File: config.mk
export PLATFORM = sky130hd
export DESIGN_NAME = crc_sig_analyzer
export DESIGN_NICKNAME = d
export VERILOG_FILES = /design/src/rtl/crc_sig_pkg.sv /design/src/rtl/sig_lfsr_step.sv /design/src/rtl/sig_bit_counter.sv /design/src/rtl/sig_compare.sv /design/src/rtl/crc_sig_analyzer.sv
export SDC_FILE = /design/constraint.sdc
export NUM_CORES = 1
export LEC_CHECK = 0
export BUFFER_PORTS_ARGS = -buffer_cell sky130_fd_sc_hd__clkbuf_2
export CORE_AREA = 5 5 42 44
export CTS_CLUSTER_DIAMETER = 80
export CTS_CLUSTER_SIZE = 28
export DETAILED_ROUTE_END_ITERATION = 12
export DIE_AREA = 0 0 47 49
export PLACE_DENSITY_LB_ADDON = 0.12
export SLEW_MARGIN = 30
export SYNTH_ARGS = -nofsm -noshare
export SYNTH_HDL_FRONTEND = slang
export SYNTH_HIERARCHICAL = 1
export SYNTH_SLANG_ARGS = --single-unit
File: constraint.sdc
create_clock -name clk -period 1.2 [get_ports clk]
set_input_delay 0 -clock clk [delete_from_list [all_inputs] [get_ports clk]]
set_output_delay 0 -clock clk [all_outputs]
set_load 0.03 [all_outputs]
File: src/rtl/crc_sig_pkg.sv
package crc_sig_pkg;

   typedef enum logic [1:0] {
      VERDICT_NONE = 2'd0,
      VERDICT_PASS = 2'd1,
      VERDICT_FAIL = 2'd2
   } verdict_e;

   function automatic int unsigned count_bits(input int unsigned n);
      return (n < 2) ? 1 : $clog2(n + 1);
   endfunction

endpackage

File: src/rtl/sig_lfsr_step.sv
module sig_lfsr_step #(
   parameter int unsigned W    = 5,
   parameter logic [W-1:0] TAPS = 5'b01011,
   parameter logic [W-1:0] SEED = '0
) (
   input  logic         clk,
   input  logic         rst_n,
   input  logic         clear,
   input  logic         advance,
   input  logic         bit_in,
   output logic [W-1:0] sig_q
);

   logic [W-1:0] sig_d;
   logic         msb;

   assign msb = sig_q[W-1];

   for (genvar i = 0; i < int'(W); i++) begin : g_stage
      logic feed;
      if (i == 0) begin : g_head
         assign feed = bit_in;
      end else begin : g_body
         assign feed = sig_q[i-1];
      end
      if (TAPS[i]) begin : g_tap
         assign sig_d[i] = feed ^ msb;
      end else begin : g_plain
         assign sig_d[i] = feed;
      end
   end

   always_ff @(posedge clk or negedge rst_n) begin
      if (!rst_n) begin
         sig_q <= SEED;
      end else if (clear) begin
         sig_q <= SEED;
      end else if (advance) begin
         sig_q <= sig_d;
      end
   end

endmodule

File: src/rtl/sig_bit_counter.sv
module sig_bit_counter #(
   parameter int unsigned N  = 8,
   parameter int unsigned CW = crc_sig_pkg::count_bits(N)
) (
   input  logic clk,
   input  logic rst_n,
   input  logic clear,
   input  logic valid,
   output logic advance,
   output logic full
);

   localparam logic [CW-1:0] LAST = CW'(N);

   logic [CW-1:0] cnt_q;

   assign full    = (cnt_q == LAST);
   assign advance = valid & ~clear & ~full;

   always_ff @(posedge clk or negedge rst_n) begin
      if (!rst_n) begin
         cnt_q <= '0;
      end else if (clear) begin
         cnt_q <= '0;
      end else if (advance) begin
         cnt_q <= cnt_q + 1'b1;
      end
   end

endmodule

File: src/rtl/sig_compare.sv
module sig_compare #(
   parameter int unsigned W      = 5,
   parameter logic [W-1:0] GOLDEN = 5'b01101
) (
   input  logic                  done,
   input  logic [W-1:0]          sig,
   output crc_sig_pkg::verdict_e verdict
);

   import crc_sig_pkg::*;

   always_comb begin
      if (!done) begin
         verdict = VERDICT_NONE;
      end else if (sig == GOLDEN) begin
         verdict = VERDICT_PASS;
      end else begin
         verdict = VERDICT_FAIL;
      end
   end

endmodule

File: src/rtl/crc_sig_analyzer.sv
module crc_sig_analyzer #(
   parameter int unsigned W      = 5,
   parameter logic [W-1:0] TAPS   = 5'b01011,
   parameter logic [W-1:0] SEED   = '0,
   parameter logic [W-1:0] GOLDEN = 5'b01101,
   parameter int unsigned N      = 8
) (
   input  logic         clk,
   input  logic         rst_n,
   input  logic         clear,
   input  logic         bit_valid,
   input  logic         bit_in,
   output logic [W-1:0] signature,
   output logic         done,
   output logic         pass,
   output logic         fail
);

   import crc_sig_pkg::*;

   localparam int unsigned CW = count_bits(N);

   if (W < 2) begin : g_bad_width
      $error("crc_sig_analyzer: W must be at least 2");
   end
   if (N < 1) begin : g_bad_length
      $error("crc_sig_analyzer: N must be at least 1");
   end
   if (!TAPS[0]) begin : g_bad_taps
      $error("crc_sig_analyzer: TAPS bit 0 must be set for a valid polynomial");
   end

   logic     step;
   verdict_e verdict;

   sig_bit_counter #(.N(N), .CW(CW)) u_count (
      .clk(clk), .rst_n(rst_n), .clear(clear), .valid(bit_valid),
      .advance(step), .full(done)
   );

   sig_lfsr_step #(.W(W), .TAPS(TAPS), .SEED(SEED)) u_lfsr (
      .clk(clk), .rst_n(rst_n), .clear(clear), .advance(step),
      .bit_in(bit_in), .sig_q(signature)
   );

   sig_compare #(.W(W), .GOLDEN(GOLDEN)) u_cmp (
      .done(done), .sig(signature), .verdict(verdict)
   );

   assign pass = (verdict == VERDICT_PASS);
   assign fail = (verdict == VERDICT_FAIL);

endmodule


# ---- After elaboration in Yosys (flattened, before gate mapping)
# Cells that the tools add are included.
dict set report op_classes {
  add_sub_neg 1
  reduce_logical 1
  bitwise_logic 7
  eq_ne 4
  muxes 6
}
# op count
set ops {}
lappend ops {{5-bit 2-to-1 mux} 2}
lappend ops {{4-bit 2-to-1 mux} 2}
lappend ops {{5-bit by 4-bit == test with 1-bit output (second input constant)} 1}
lappend ops {{4-bit by 1-bit adder with 4-bit output (second input constant)} 1}
lappend ops {{4-bit == test (second input constant)} 1}
lappend ops {{2-bit 2-to-1 mux} 2}
lappend ops {{1-bit XOR} 3}
lappend ops {{1-bit AND} 2}
lappend ops {{2-bit by 1-bit == test with 1-bit output (second input constant)} 1}
lappend ops {{2-bit == test (second input constant)} 1}
lappend ops {{1-bit inverter} 2}
lappend ops {{2-bit nonzero test} 1}
dict set report word_totals {
  reg_bits 9
  out_inout_bits 8
  inputBits 5
  wordCells 21
}

# ---- Logic depth before layout (Yosys ltp)
# Gate-level depths: netlist of run 1.
dict set report logic_depth {
  ltp_word 5
  mapped_depth 8
  mapped_depth_nobuf 7
}

# ---- Hierarchy
# Netlist of run 1, hierarchy kept.
# mod instances seq_area_each_um2 cells_each area_each_um2
set modules_own_cells {}
lappend modules_own_cells {sig_bit_counter 1 100.1 25 245.2}
lappend modules_own_cells {sig_lfsr_step 1 125.1 19 217.7}
lappend modules_own_cells {sig_compare 1 0.0 3 27.5}
lappend modules_own_cells {crc_sig_analyzer 1 0.0 2 15.0}

# ---- Worst setup path before layout of run 1
# Ideal clock, no wire load.
dict set report synth_timing {
  path_type {register to output}
  startpoint {register u_count.cnt_q[0]}
  endpoint {output pass}
  t_required_ns 1.200
  path_stages_with_launch 7
  arrival_ns 1.678
  slack_ns -0.478
  n_path_buf 0
  cell_sequence {dfrtp_1 -> inv_1 -> ha_1 -> nand3b_4 -> inv_1 -> and3_2 -> nor2b_1}
}
dict set report synth_between {
  elab_chain_len 3
}
# item line
set synth_rtl {}
lappend synth_rtl {{start: declaration} sig_bit_counter.sv:15} ;# logic [CW-1:0] cnt_q;
lappend synth_rtl {{start signal: assignment} sig_bit_counter.sv:26} ;# cnt_q <= cnt_q + 1'b1;
lappend synth_rtl {{4-bit == test} sig_bit_counter.sv:17} ;# assign full = (cnt_q == LAST);
lappend synth_rtl {{via done} crc_sig_analyzer.sv:14} ;# output logic done,
lappend synth_rtl {{2-bit 2-to-1 mux} sig_compare.sv:13} ;# if (!done) begin
lappend synth_rtl {{via verdict[0]} crc_sig_analyzer.sv:34} ;# verdict_e verdict;
lappend synth_rtl {{2-bit by 1-bit == test with 1-bit output} crc_sig_analyzer.sv:50} ;# assign pass = (verdict == VERDICT_PASS);
lappend synth_rtl {{end: declaration} crc_sig_analyzer.sv:15} ;# output logic pass,
# The timed path passes the listed nets, and every way through them passes these cells.

# ---- Worst setup path in the final report of run 1
dict set report layout_timing {
  startpoint {register u_count.cnt_q[0]}
  endpoint {output fail}
}
dict set report layout_between {
  elab_chain_len 3
}
# item line
set layout_rtl {}
lappend layout_rtl {{4-bit == test} sig_bit_counter.sv:17}
lappend layout_rtl {{2-bit 2-to-1 mux} sig_compare.sv:13}
lappend layout_rtl {{via verdict[0]} crc_sig_analyzer.sv:34}
lappend layout_rtl {{2-bit == test} crc_sig_analyzer.sv:51} ;# assign fail = (verdict == VERDICT_FAIL);
lappend layout_rtl {{end: declaration} crc_sig_analyzer.sv:16} ;# output logic fail
# The timed path passes the listed nets, and every way through them passes these cells.

==> results of run 1 <==
==> metrics by stage <==
stage | hold slack [ps] | utilization (%) | cell area, sq um | TNS [ps]
2_1_floorplan | -296 | - | 547 | -702
3_3_place_gp | -128 | 51.2 | 717 | -767
3_5_place_dp | -128 | 51.2 | 717 | -911
4_1_cts | 38.7 | 58.6 | 821 | -2270
5_1_grt | 57.4 | 63.2 | 886 | -3890
6_report | 47.2 | 63.2 | 886 | -3020
==> per-layer routing <==
| layer | share of wire [%] | vias up | routed length [um] |
|---|---|---|---|
| met5 | 0 | - | 0 |
| met4 | 0 | 0 | 0 |
| met1 | 41 | 215 | 537 |
| met3 | 5.5 | 0 | 73 |
| li1 | - | 245 | - |
| met2 | 54 | 12 | 713 |
==> kinds of logic (layout without fill, tap and decap cells) <==
family	Yosys count	in the layout
and+or+nand+nor	19	19
AOI/OAI and AO/OA	9	9
DFF	9	9
xor gates and xnor gates	4	4
buffers and inverters	4	41
adders and majority gates	2	2
muxes	2	2
==> cell type report <==
| type | instances | area [sq um] | share of cell area [%] |
|---|---|---|---|
| well taps | 16 | 20.0 | 2.26 |
| repair buffers | 34 | 258 | 29.1 |
| multi-input cells | 36 | 342 | 38.6 |
| clock buffers | 4 | 26.3 | 2.97 |
| inverters | 3 | 15.0 | 1.69 |
| flip-flops and latches | 9 | 225 | 25.4 |
==> critical path, delay by kind of cell (launching register included) <==
kind / cells / cell delay (ps)
flops: 1 / 390
simple gates: 3 / 500
fa+ha+maj: 1 / 140
buf+inv: 3 / 310
==> cell usage after synthesis <==
cell type  instances
nand3_1            2
nand4_1            1
xor2_1             1
nor2_1             7
or3b_1             1
and2b_2            1
dfrtp_1            9
nor2b_1            1
a21oi_2            1
nand2_1            3
and4bb_2           1
xnor2_1            3
nand3b_4           1
a21boi_0           1
buf_2              1
a21oi_1            2
a21o_2             2
a211oi_1           3
mux2i_1            2
and3_2             1
ha_1               2
inv_1              3
==> cells in the final DEF, fill, tap and decap left out, drive strengths merged, types with 3 or more instances in the layout <==
| cell type | instances |
|---|---|
| buf | 23 |
| clkbuf | 14 |
| dfrtp | 9 |
| nor2 | 7 |
| a21oi | 3 |
| xnor2 | 3 |
| a211oi | 3 |
| nand2 | 3 |
==> state kept, by name, indices dropped and copies added (netlist names) <==
name / cells
u_count/cnt_q: 4
u_lfsr/sig_q: 5
==> final timing paths <==
kind	start	endpoint	slack (ps)	cells past startpoint
worst max-delay path	u_count/cnt_q[0]$_DFFE_PN0P_	fail	-390	7
worst min-delay path	bit_in	u_lfsr/sig_q[0]$_DFFE_PN0P_	50	3
worst max register to register	u_count/cnt_q[0]$_DFFE_PN0P_	u_lfsr/sig_q[0]$_DFFE_PN0P_	-350	10
worst min register to register	u_lfsr/sig_q[2]$_DFFE_PN0P_	u_lfsr/sig_q[2]$_DFFE_PN0P_	650	3
max in group asynchronous	rst_n	u_count/cnt_q[2]$_DFFE_PN0P_	870	2
min in group asynchronous	rst_n	u_lfsr/sig_q[4]$_DFFE_PN0P_	130	2
==> power by group <==
part / total [mW] / internal, mW / switching [mW]
clock network: 0.242 / 0.128 / 0.114
registers: 0.325 / 0.316 / 0.00928
logic: 0.171 / 0.0846 / 0.0868
==> timing repair <==
item / in CTS / in global routing
endpoints found under the hold margin: 9 / 0
pin swaps: 2 / 3
buffers inserted: 2 / 6
resized for setup: 13 / 7
hold buffers: 1 / 0
endpoints found under the setup margin: 11 / 11
==> impl_results.md, run 1 <==
* Status: complete, but fails checks
* Violated checks: setup timing
* Setup ws final at -394 ps
* WS Path Type: reg2out
* Area delta synth->final at 75.2%
* # nets final at 94
* Synth top area cells: dfrtp_1, nor2_1, xnor2_1
* Final Hold Viols at 0
* CP Max Fanout at 3
* Ys Warns at 6
* Initial antenna violation count at 0
* Cells after DPL at 89
* CTS Root Buffer Type: clkbuf_4
* Slew @ Worst Pin at 236 ps
* Synth Cell Area at 505 sq um
* RSZ-0062 raised after global routing: true
* Clk slew on worst S/H paths at 70 ps
* Port bufs at 12
* Fillers at 117
* Tot Pwr at 0.739 mW
* #FFs+latches synth at 9
* Tcrit/Tclk final at 133%
* Total number of vias at ~470
* Mean post-synth cell area at between 10 and 15 sq um
* Post-DP HPWL at 939 um
* Hold Crit Class: in2reg
* Seq/Total Area, Yosys at between 40% and 50%
* Simple-gate area share of the yosys netlist at 23.3%
* Layout Skew at approximately 2.7 ps
* M3 GR Usage at 3.32%
* Compound-Gate Fraction of Synth Area at 13.1%
* Final setup fails at 11
* WP data required at 1200 ps
* Fmax at 628 MHz
* Headroom to the max-slew limit at 84.3%
* Met2 usage at 22.2%
* Slowest CP cell: dfrtp_1
* Drt initial violations at 20
* GR Util met1 at 14.5%
* Initial Utilization at 36.1%
* VDD IR-drop max at approximately 480 uV
* Total CTS buffers at 3
* Syn nets at 56
* Die W at roughly 47 um
* Synth Area in XOR/XNOR at 6.93%
* Proportion of layout cells with a drive suffix above 1 at 67.4%
* Diode count at 0
* Grt peak-use layer: met2
* Pins Over Slew Limit at 0
* TritonRoute pass-1 iters at 4
* Core area at 0.00140 sq mm
* CTS tree: built
* Setup crit end kind: primary output
* First-pass GRT wire length at about 2100 um
* Antenna Violating Nets Remaining at 0
* Largest net degree at the start of global routing at 10
* Crit-path max cell delay at 390 ps
* Ports at 13
* Critical Path AT at 1590 ps
* CTS Sinks at 9
* Critical path, cell by cell: inv_2 > ha_4 > nand3b_4 > clkinvlp_4 > and3_4 > and2b_2 > buf_8
* Main combinational cell family by area after synthesis: simple AND/OR/NAND/NOR gates
* Grt ovf at 0
* Leak Pwr at 0.419 nW
* Gpl congestion at 0.812
* Maxcap violations at 0
* # rows at 14
* Die area at 0.00230 sq mm
* Non-Filler Instances at 102
* DP Worst Slack at -147 ps
* Clock Latency Late Sink at around 260 ps
* Routed wire length per instance at 13.0 um
* Drt drc at 0
* Mux cell area share after synthesis at 3.96%
* Vias/cell at 4.63
* Pwr dens at 834 mW/mm^2
* Maximum clock path buffer count at 2
* Minimum clock period at 1590 ps
* Total global-route track usage at around an eighth
* CTS H-tree depth at 1
* Die H at 49 um
* Vias in the first global route at 458
* Mapped Cells at 49
* Post-Route WL at 1330 um
* Area leader, netlist: dfrtp_1
* Share of the synthesized area in the top cell type at 44.6%
* Synth Area in Adders at 4.95%
* Startpoint type of the worst setup path: flop
* Yosys cell types at 22
No activity file was read; power rests on OpenSTA's default activity.
==> run 2, diff against run 1 <==
--- a/config.mk
+++ b/config.mk
@@ -11,7 +11,8 @@
 export CTS_CLUSTER_SIZE = 28
 export DETAILED_ROUTE_END_ITERATION = 12
 export DIE_AREA = 0 0 47 49
-export PLACE_DENSITY_LB_ADDON = 0.12
+export PLACE_DENSITY = 0.65
+export SETUP_SLACK_MARGIN = 0.5
 export SLEW_MARGIN = 30
 export SYNTH_ARGS = -nofsm -noshare
 export SYNTH_HDL_FRONTEND = slang
==> run 2 against run 1 <==
Effect of this change: the run still ends with setup timing left; highest routed layer is now met4; sequential power about the same; design area increased by 13%; fmax decreased by 1.2%; count of clock-buffer cells in the layout unchanged; hold slack got worse by 18 ps; register-to-register slack got worse by 40 ps; utilization increased by 8.2 points; total power increased by 8.1%.
==> impl_results.md, run 2 (same netlist as run 1, synthesis figures left out) <==
* Largest Register: u_lfsr/sig_q (unchanged)
* # rows at 14 (unchanged)
* CTS tree: built (unchanged)
* Grt ovf at 0 (unchanged)
* Maxcap violations at 0 (unchanged)
* Minimum clock period at 1610 ps (was 1590 ps)
* WP data required at 1200 ps (about the same)
* Vias in the first global route at 514 (was 458)
* Setup ws final at -413 ps (was -394 ps)
* Port bufs at 12 (unchanged)
* Most frequent cells in the layout: buf_4, buf_8, buf_6, dfrtp_1, nor2_1 (was buf_4, clkbuf_2, dfrtp_1)
* Clk slew on worst S/H paths at 70 ps (about the same)
* Tcrit/Tclk final at 134% (was 133%)
* Antenna Violating Nets Remaining at 0 (unchanged)
* Diode count at 0 (unchanged)
* Met2 wire len at 800 um (was 713 um)
* Critical Path AT at 1610 ps (was 1590 ps)
* Hold Crit Class: in2reg (unchanged)
* Startpoint type of the worst setup path: flop (unchanged)
* Area delta synth->final at 98.0% (was 75.2%)
* CTS Root Buffer Type: clkbuf_4 (unchanged)
* Gpl congestion at 0.735 (was 0.812)
* Final Core Density at 71.4% (was 63.2%)
* Violated checks: setup timing (unchanged)
* Total global-route track usage at 15.0% (was 13.0%)
* Total number of vias at 522 (was 472)
* Cell family with most CP delay: simple AND/OR/NAND/NOR gates (unchanged)
* First-pass GRT wire length at 2410 um (was 2090 um)
* Commonest non-fill, non-tap cell in the layout: buf_4 (unchanged)
* VDD IR-drop max at 446 uV (was 482 uV)
* Cells after DPL at 88 (was 89)
* Drt drc at 0 (unchanged)
* Register-to-register setup slack at -390 ps (was -350 ps)
* Post-DP HPWL at 887 um (was 939 um)
* Vias/cell at 4.97 (was 4.63)
* Max Used Layer: met4 (was met3)
* Final Hold Viols at 0 (unchanged)
* DRT met1 WL at 642 um (was 537 um)
* Layout Skew at 3.75 ps (was 2.69 ps)
* Ports at 13 (unchanged)
* Proportion of layout cells with a drive suffix above 1 at 68.5% (was 67.4%)
* CP Max Fanout at 3 (unchanged)
* Slew @ Worst Pin at 255 ps (was 236 ps)
* Slowest CP cell: dfrtp_1 (unchanged)
* Initial antenna violation count at 0 (unchanged)
* Fmax at 620 MHz (was 628 MHz)
* Clock Latency Late Sink at 280 ps (was 260 ps)
* Routed wire length per instance at 14.6 um (was 13.0 um)
* CTS Sinks at 9 (unchanged)
* Worst hold endpoint: u_lfsr/sig_q[0]$_DFFE_PN0P_ (unchanged)
* Drt initial violations at 6 (was 20)
* Tot Pwr at 0.799 mW (was 0.739 mW)
* TritonRoute pass-1 iters at 4 (unchanged)
* Largest registers: u_lfsr/sig_q (5), u_count/cnt_q (4) (unchanged)
* RSZ-0062 raised after global routing: true (unchanged)
* Critical path, cell by cell: inv_2 > ha_4 > nand3b_4 > clkinvlp_4 > and3_4 > and2b_2 > buf_8 (unchanged)
* Headroom to the max-slew limit at 83.0% (was 84.3%)
* Crit-path max cell delay at 410 ps (was 390 ps)
* Die area at 0.00230 sq mm (unchanged)
* RR Startpoint: u_count/cnt_q[1]$_DFFE_PN0P_ (was u_count/cnt_q[0]$_DFFE_PN0P_)
* # nets final at 97 (was 94)
* Worst path bufs/invs at 3 (unchanged)
* Status: complete, but fails checks (unchanged)
* Non-Filler Instances at 105 (was 102)
* DR WL met3 at 39 um (was 73 um)
* Post-Route WL at 1540 um (was 1330 um)
* Setup crit end kind: primary output (unchanged)
* CTS H-tree depth at 1 (unchanged)
* Die H at 49 um (unchanged)
* Reg-to-Reg End: u_lfsr/sig_q[0]$_DFFE_PN0P_ (unchanged)
* Core area at 0.00140 sq mm (unchanged)
* Final setup fails at 11 (unchanged)
* Leak Pwr at 0.457 nW (was 0.419 nW)
* Initial Utilization at 36.1% (unchanged)
* R2R cell count at 10 (unchanged)
* Largest net degree at the start of global routing at 10 (unchanged)
* WS Path Type: reg2out (unchanged)
* Maximum clock path buffer count at 2 (unchanged)
* Total CTS buffers at 3 (unchanged)
* Worst Hold Path Cells at 3 (unchanged)
* Max reg flops at 5 (unchanged)
* Min-delay src: bit_in (unchanged)
* Die W at 47 um (unchanged)
* Pins Over Slew Limit at 0 (unchanged)
* Pwr dens at 798 mW/mm^2 (was 834 mW/mm^2)
==> run 2: cell count changes in the layout (fill, tap and decap cells not counted), moves of 4 or more <==
| cell | before | now |
|---|---|---|
| buf_4 | 19 | 15 |
| buf_6 | 2 | 8 |
| buf_8 | 2 | 8 |
| clkbuf_2 | 9 | 4 |
==> run 2: layout make-up <==
cell class              instances  area, sq um
fillers                       110          400
repair buffers                 37          373
multi-input cells              36          340
flip-flops and latches          9          226
clock buffers                   4         26.3
well taps                      16         20.0
inverters                       3         15.0
==> run 2: stage by stage <==
stage	hold WS, ps	TNS, ps	area, sq um	setup slack, ps
CTS	40.0	-2200	903	-398
floorplan	-296	-699	547	-186
detailed placement	-123	-840	709	-140
global placement	-122	-559	709	-112
global route	43.3	-4370	1000	-487
finish	29.1	-3610	1000	-413
==> run 2: worst max-delay path by stage <==
| stage | start | end | slack [ps] | cells after the start |
|---|---|---|---|---|
| floorplan | u_count/cnt_q[0]$_DFFE_PN0P_ | fail | -190 | 6 |
| global placement | u_count/cnt_q[1]$_DFFE_PN0P_ | fail | -110 | 7 |
| detailed placement | u_count/cnt_q[1]$_DFFE_PN0P_ | fail | -140 | 7 |
| CTS | u_count/cnt_q[0]$_DFFE_PN0P_ | fail | -400 | 7 |
| global route | u_count/cnt_q[1]$_DFFE_PN0P_ | u_lfsr/sig_q[4]$_DFFE_PN0P_ | -490 | 10 |
| finish | u_count/cnt_q[1]$_DFFE_PN0P_ | fail | -410 | 7 |
==> run 2: layer usage <==
metal,global-route usage [%],up-vias
li1,-,247
met5,0,-
met3,2.21,5
met1,17.7,254
met2,23.3,16
met4,11.1,0
==> run 2: tightest hold or removal path, delay by kind of cell <==
family	cells	cell delay, ps
buffers and inverters	1	80
AO/OA/AOI/OAI	1	70
XOR/XNOR	1	120
==> run 2: repair_timing <==
| action | in CTS | in global routing |
|---|---|---|
| endpoints found under the setup margin | 17 | 17 |
| gates resized for setup | 28 | 15 |
| buffers inserted | 6 | 6 |
| hold buffers | 1 | 0 |
| endpoints found under the hold margin | 9 | 0 |
| pin swaps | 5 | 5 |
==> run 2: power by group <==
group          total [mW]  switching, mW  leakage, nW  internal (mW)
clock               0.260          0.131       0.0150          0.129
combinational       0.212         0.0967        0.321          0.115
sequential          0.327         0.0107        0.121          0.316
==> run 3, diff against run 2 <==
--- a/config.mk
+++ b/config.mk
@@ -11,10 +11,10 @@
 export CTS_CLUSTER_SIZE = 28
 export DETAILED_ROUTE_END_ITERATION = 12
 export DIE_AREA = 0 0 47 49
-export PLACE_DENSITY = 0.65
+export HOLD_SLACK_MARGIN = 0.08
+export PLACE_DENSITY = 0.67
 export SETUP_SLACK_MARGIN = 0.5
 export SLEW_MARGIN = 30
 export SYNTH_ARGS = -nofsm -noshare
 export SYNTH_HDL_FRONTEND = slang
-export SYNTH_HIERARCHICAL = 1
 export SYNTH_SLANG_ARGS = --single-unit
==> run 3 against run 2 <==
Effect of this change: the flow still finishes with violations (setup timing); register-to-register slack gained 190 ps; clock power is 8.1% lower; die area is the same; routed wire length fell by 19%; critical path depth decreased by 1; hold slack lost 5.6 ps; worst setup slack better by 210 ps; critical endpoint is now u_lfsr.sig_q[2]$_DFFE_PN0P_.
==> impl_results.md, run 3 <==
* Die H at 49 um (unchanged)
* Final setup fails at 10 (was 11)
* Ports at 13 (unchanged)
* # rows at 14 (unchanged)
* Fmax at 714 MHz (was 620 MHz)
* Synth top cells by count: dfrtp_1, inv_1, nand2b_1 (was dfrtp_1, nor2_1)
* Core area at 0.00140 sq mm (unchanged)
* Total number of vias at 427 (was 522)
* Status: complete, but fails checks (unchanged)
* Initial antenna violation count at 0 (unchanged)
* CTS H-tree depth at 1 (unchanged)
* Reg-to-Reg End: u_lfsr.sig_q[2]$_DFFE_PN0P_ (was u_lfsr/sig_q[0]$_DFFE_PN0P_)
* Post-Route WL at 1240 um (was 1540 um)
* RSZ-0062 raised after global routing: true (unchanged)
* Worst hold endpoint: u_count.cnt_q[2]$_DFFE_PN0P_ (was u_lfsr/sig_q[0]$_DFFE_PN0P_)
* Setup crit end kind: flop (was primary output)
* First-pass GRT wire length at 2080 um (was 2410 um)
* Largest registers: u_lfsr.sig_q (5), u_count.cnt_q (4) (was u_lfsr/sig_q (5), u_count/cnt_q (4))
* Clock Latency Late Sink at 260 ps (was 280 ps)
* Antenna Violating Nets Remaining at 0 (unchanged)
* Mean post-synth cell area at 10.8 sq um (was 10.3 sq um)
* Pins Over Slew Limit at 0 (unchanged)
* Async set or reset register ratio after synthesis at 100% (unchanged)
* RR Startpoint: u_count.cnt_q[1]$_DFFE_PN0P_ (was u_count/cnt_q[1]$_DFFE_PN0P_)
* Minimum clock period at 1400 ps (was 1610 ps)
* Cell with the most instances after synthesis: dfrtp_1 (unchanged)
* Leak Pwr at 0.404 nW (was 0.457 nW)
* WP data required at 1350 ps (was 1200 ps)
* Synth Area in XOR/XNOR at 6.62% (was 6.93%)
* Cts-stage hold buffer count at 2 (was 1)
* Ys Warns at 0 (was 6)
* Vias/cell at 4.69 (was 4.97)
* Slew @ Worst Pin at 354 ps (was 255 ps)
* Syn nets at 56 (unchanged)
* Diode count at 0 (unchanged)
* Most frequent cells in the layout: buf_4, dfrtp_1, clkbuf_2, buf_8, nand2b_1 (was buf_4, buf_8, buf_6, dfrtp_1, nor2_1)
* Post-synth EDFFs at 0 (unchanged)
* Tcrit/Tclk final at 117% (was 134%)
* Clk slew on worst S/H paths at 60 ps (was 70 ps)
* Violated checks: setup timing (unchanged)
* Hold WS at 23.5 ps (was 29.1 ps)
* CP Max Fanout at 5 (was 3)
* Maximum clock path buffer count at 2 (unchanged)
* VDD IR-drop max at 550 uV (was 446 uV)
* Seq/Total Area, Yosys at 42.6% (was 44.6%)
* Max reg flops at 5 (unchanged)
* Primary FF master, synth: dfrtp_1 (unchanged)
* CTS Sinks at 9 (unchanged)
* Drt initial violations at 5 (was 6)
* Non-Filler Instances at 91 (was 105)
* Maxcap violations at 0 (unchanged)
* Final Core Density at 59.6% (was 71.4%)
* Yosys cell types at 25 (was 22)
* Setup ws final at -200 ps (was -413 ps)
* Die area at 0.00230 sq mm (unchanged)
* Total CTS buffers at 3 (unchanged)
* R2R cell count at 6 (was 10)
* Die W at 47 um (unchanged)
* Largest Register: u_lfsr.sig_q (was u_lfsr/sig_q)
* Synth Cell Area at 529 sq um (was 505 sq um)
* Share of the synthesized area in the top cell type at 42.6% (was 44.6%)
* Final Hold Viols at 0 (unchanged)
* Hold Crit Class: in2reg (unchanged)
* Post-DP HPWL at 816 um (was 887 um)
* Pwr dens at 857 mW/mm^2 (was 798 mW/mm^2)
* Vias in the first global route at 459 (was 514)
* Mapped Cells at 49 (unchanged)
* Area leader, netlist: dfrtp_1 (unchanged)
* Routed wire length per instance at 13.6 um (was 14.6 um)
* Headroom to the max-slew limit at 76.4% (was 83.0%)
* Compound-Gate Fraction of Synth Area at 7.09% (was 13.1%)
* Worst Hold Path Cells at 2 (was 3)
* CTS Root Buffer Type: clkbuf_4 (unchanged)
* Gpl congestion at 0.759 (was 0.735)
* Cells after DPL at 83 (was 88)
* Simple-gate area share of the yosys netlist at 24.6% (was 23.3%)
* TritonRoute pass-1 iters at 5 (was 4)
* Synth top area cells: dfrtp_1, nand3b_4, mux2i_1 (was dfrtp_1, nor2_1, xnor2_1)
* CTS tree: built (unchanged)
* Area delta synth->final at 57.7% (was 98.0%)
* Main combinational cell family by area after synthesis: simple AND/OR/NAND/NOR gates (unchanged)
* Startpoint type of the worst setup path: flop (unchanged)
* Register-to-register setup slack at -200 ps (was -390 ps)
* Synth Area in Adders at 4.73% (was 4.95%)
* Grt ovf at 0 (unchanged)
* Port bufs at 12 (unchanged)
* Proportion of layout cells with a drive suffix above 1 at 52.0% (was 68.5%)
* Largest net degree at the start of global routing at 11 (was 10)
* Mux cell area share after synthesis at 9.93% (was 3.96%)
* Min-delay src: clear (was bit_in)
* Initial Utilization at 37.8% (was 36.1%)
* Critical Path AT at 1550 ps (was 1610 ps)
* WS Path Type: reg2reg (was reg2out)
* # nets final at 83 (was 97)
* Total global-route track usage at 12.7% (was 15.0%)
* Layout Skew at 3.48 ps (was 3.75 ps)
* #FFs+latches synth at 9 (unchanged)
* Drt drc at 0 (unchanged)
run 3: worst max-delay path by stage:
stage | from | to | cells past startpoint
after global routing | u_count.cnt_q[1]$_DFFE_PN0P_ | u_lfsr.sig_q[2]$_DFFE_PN0P_ | 6
after global placement | u_count.cnt_q[0]$_DFFE_PN0P_ | u_lfsr.sig_q[4]$_DFFE_PN0P_ | 5
after floorplan | u_count.cnt_q[1]$_DFFE_PN0P_ | u_lfsr.sig_q[2]$_DFFE_PN0P_ | 5
after detailed placement | u_count.cnt_q[1]$_DFFE_PN0P_ | u_lfsr.sig_q[2]$_DFFE_PN0P_ | 5
final | u_count.cnt_q[1]$_DFFE_PN0P_ | u_lfsr.sig_q[2]$_DFFE_PN0P_ | 6
after CTS | u_count.cnt_q[0]$_DFFE_PN0P_ | u_lfsr.sig_q[2]$_DFFE_PN0P_ | 6
run 3: what timing repair did:
item / in CTS / in global routing
pin swaps: 3 / 1
setup endpoints to repair: 17 / 17
endpoints found under the hold margin: 13 / 3
gates resized for setup: 18 / 9
setup buffers: 2 / 0
cloned: 0 / 0
run 3: kinds of logic (layout without fill, tap and decap cells):
group           after synthesis  in the layout
simple gates                 18             18
flops                         9              9
buf+inv                       6             32
compound gates                5              5
mux                           5              5
xor+xnor                      4              4
fa+ha+maj                     2              2
run 3: cell type report:
class	instances	area, sq um
fill	117	567
tap	16	20.0
clock buffer	4	26.3
inverter	4	15.0
sequential	9	226
timing repair buffer	24	228
multi-input combinational	34	319
run 3: worst max-delay path, stage by stage, from the launching register on:
cell	delay, ps
dfrtp_1	380
inv_2	90
ha_4	150
nand3b_4	120
buf_6	150
nand3b_4	100
mux2_4	300
run 3: through the flow:
step                      setup WS (ps)  setup TNS [ps]  cell area [sq um]  power [mW]
after floorplan                    -125            -512                554       0.395
after global placement             -102            -565                686       0.444
after detailed placement           -136            -826                686       0.445
after CTS                          -197           -1620                820       0.711
after global routing               -258           -2300                835       0.748
final                              -200           -1540                835       0.715
run 3: where the power goes:
group / switching, mW / total (mW) / leakage (nW) / internal, mW
logic: 0.0681 / 0.147 / 0.267 / 0.0791
clock network: 0.110 / 0.239 / 0.0150 / 0.128
registers: 0.0142 / 0.330 / 0.122 / 0.315
run 3: routing by layer:
metal	vias up	GRT usage [%]	part of all wire (%)
met4	0	5.53	1.4
met1	196	15.9	40
met3	2	3.69	4.1
met5	-	0	0
met2	13	19.5	54
li1	216	-	-
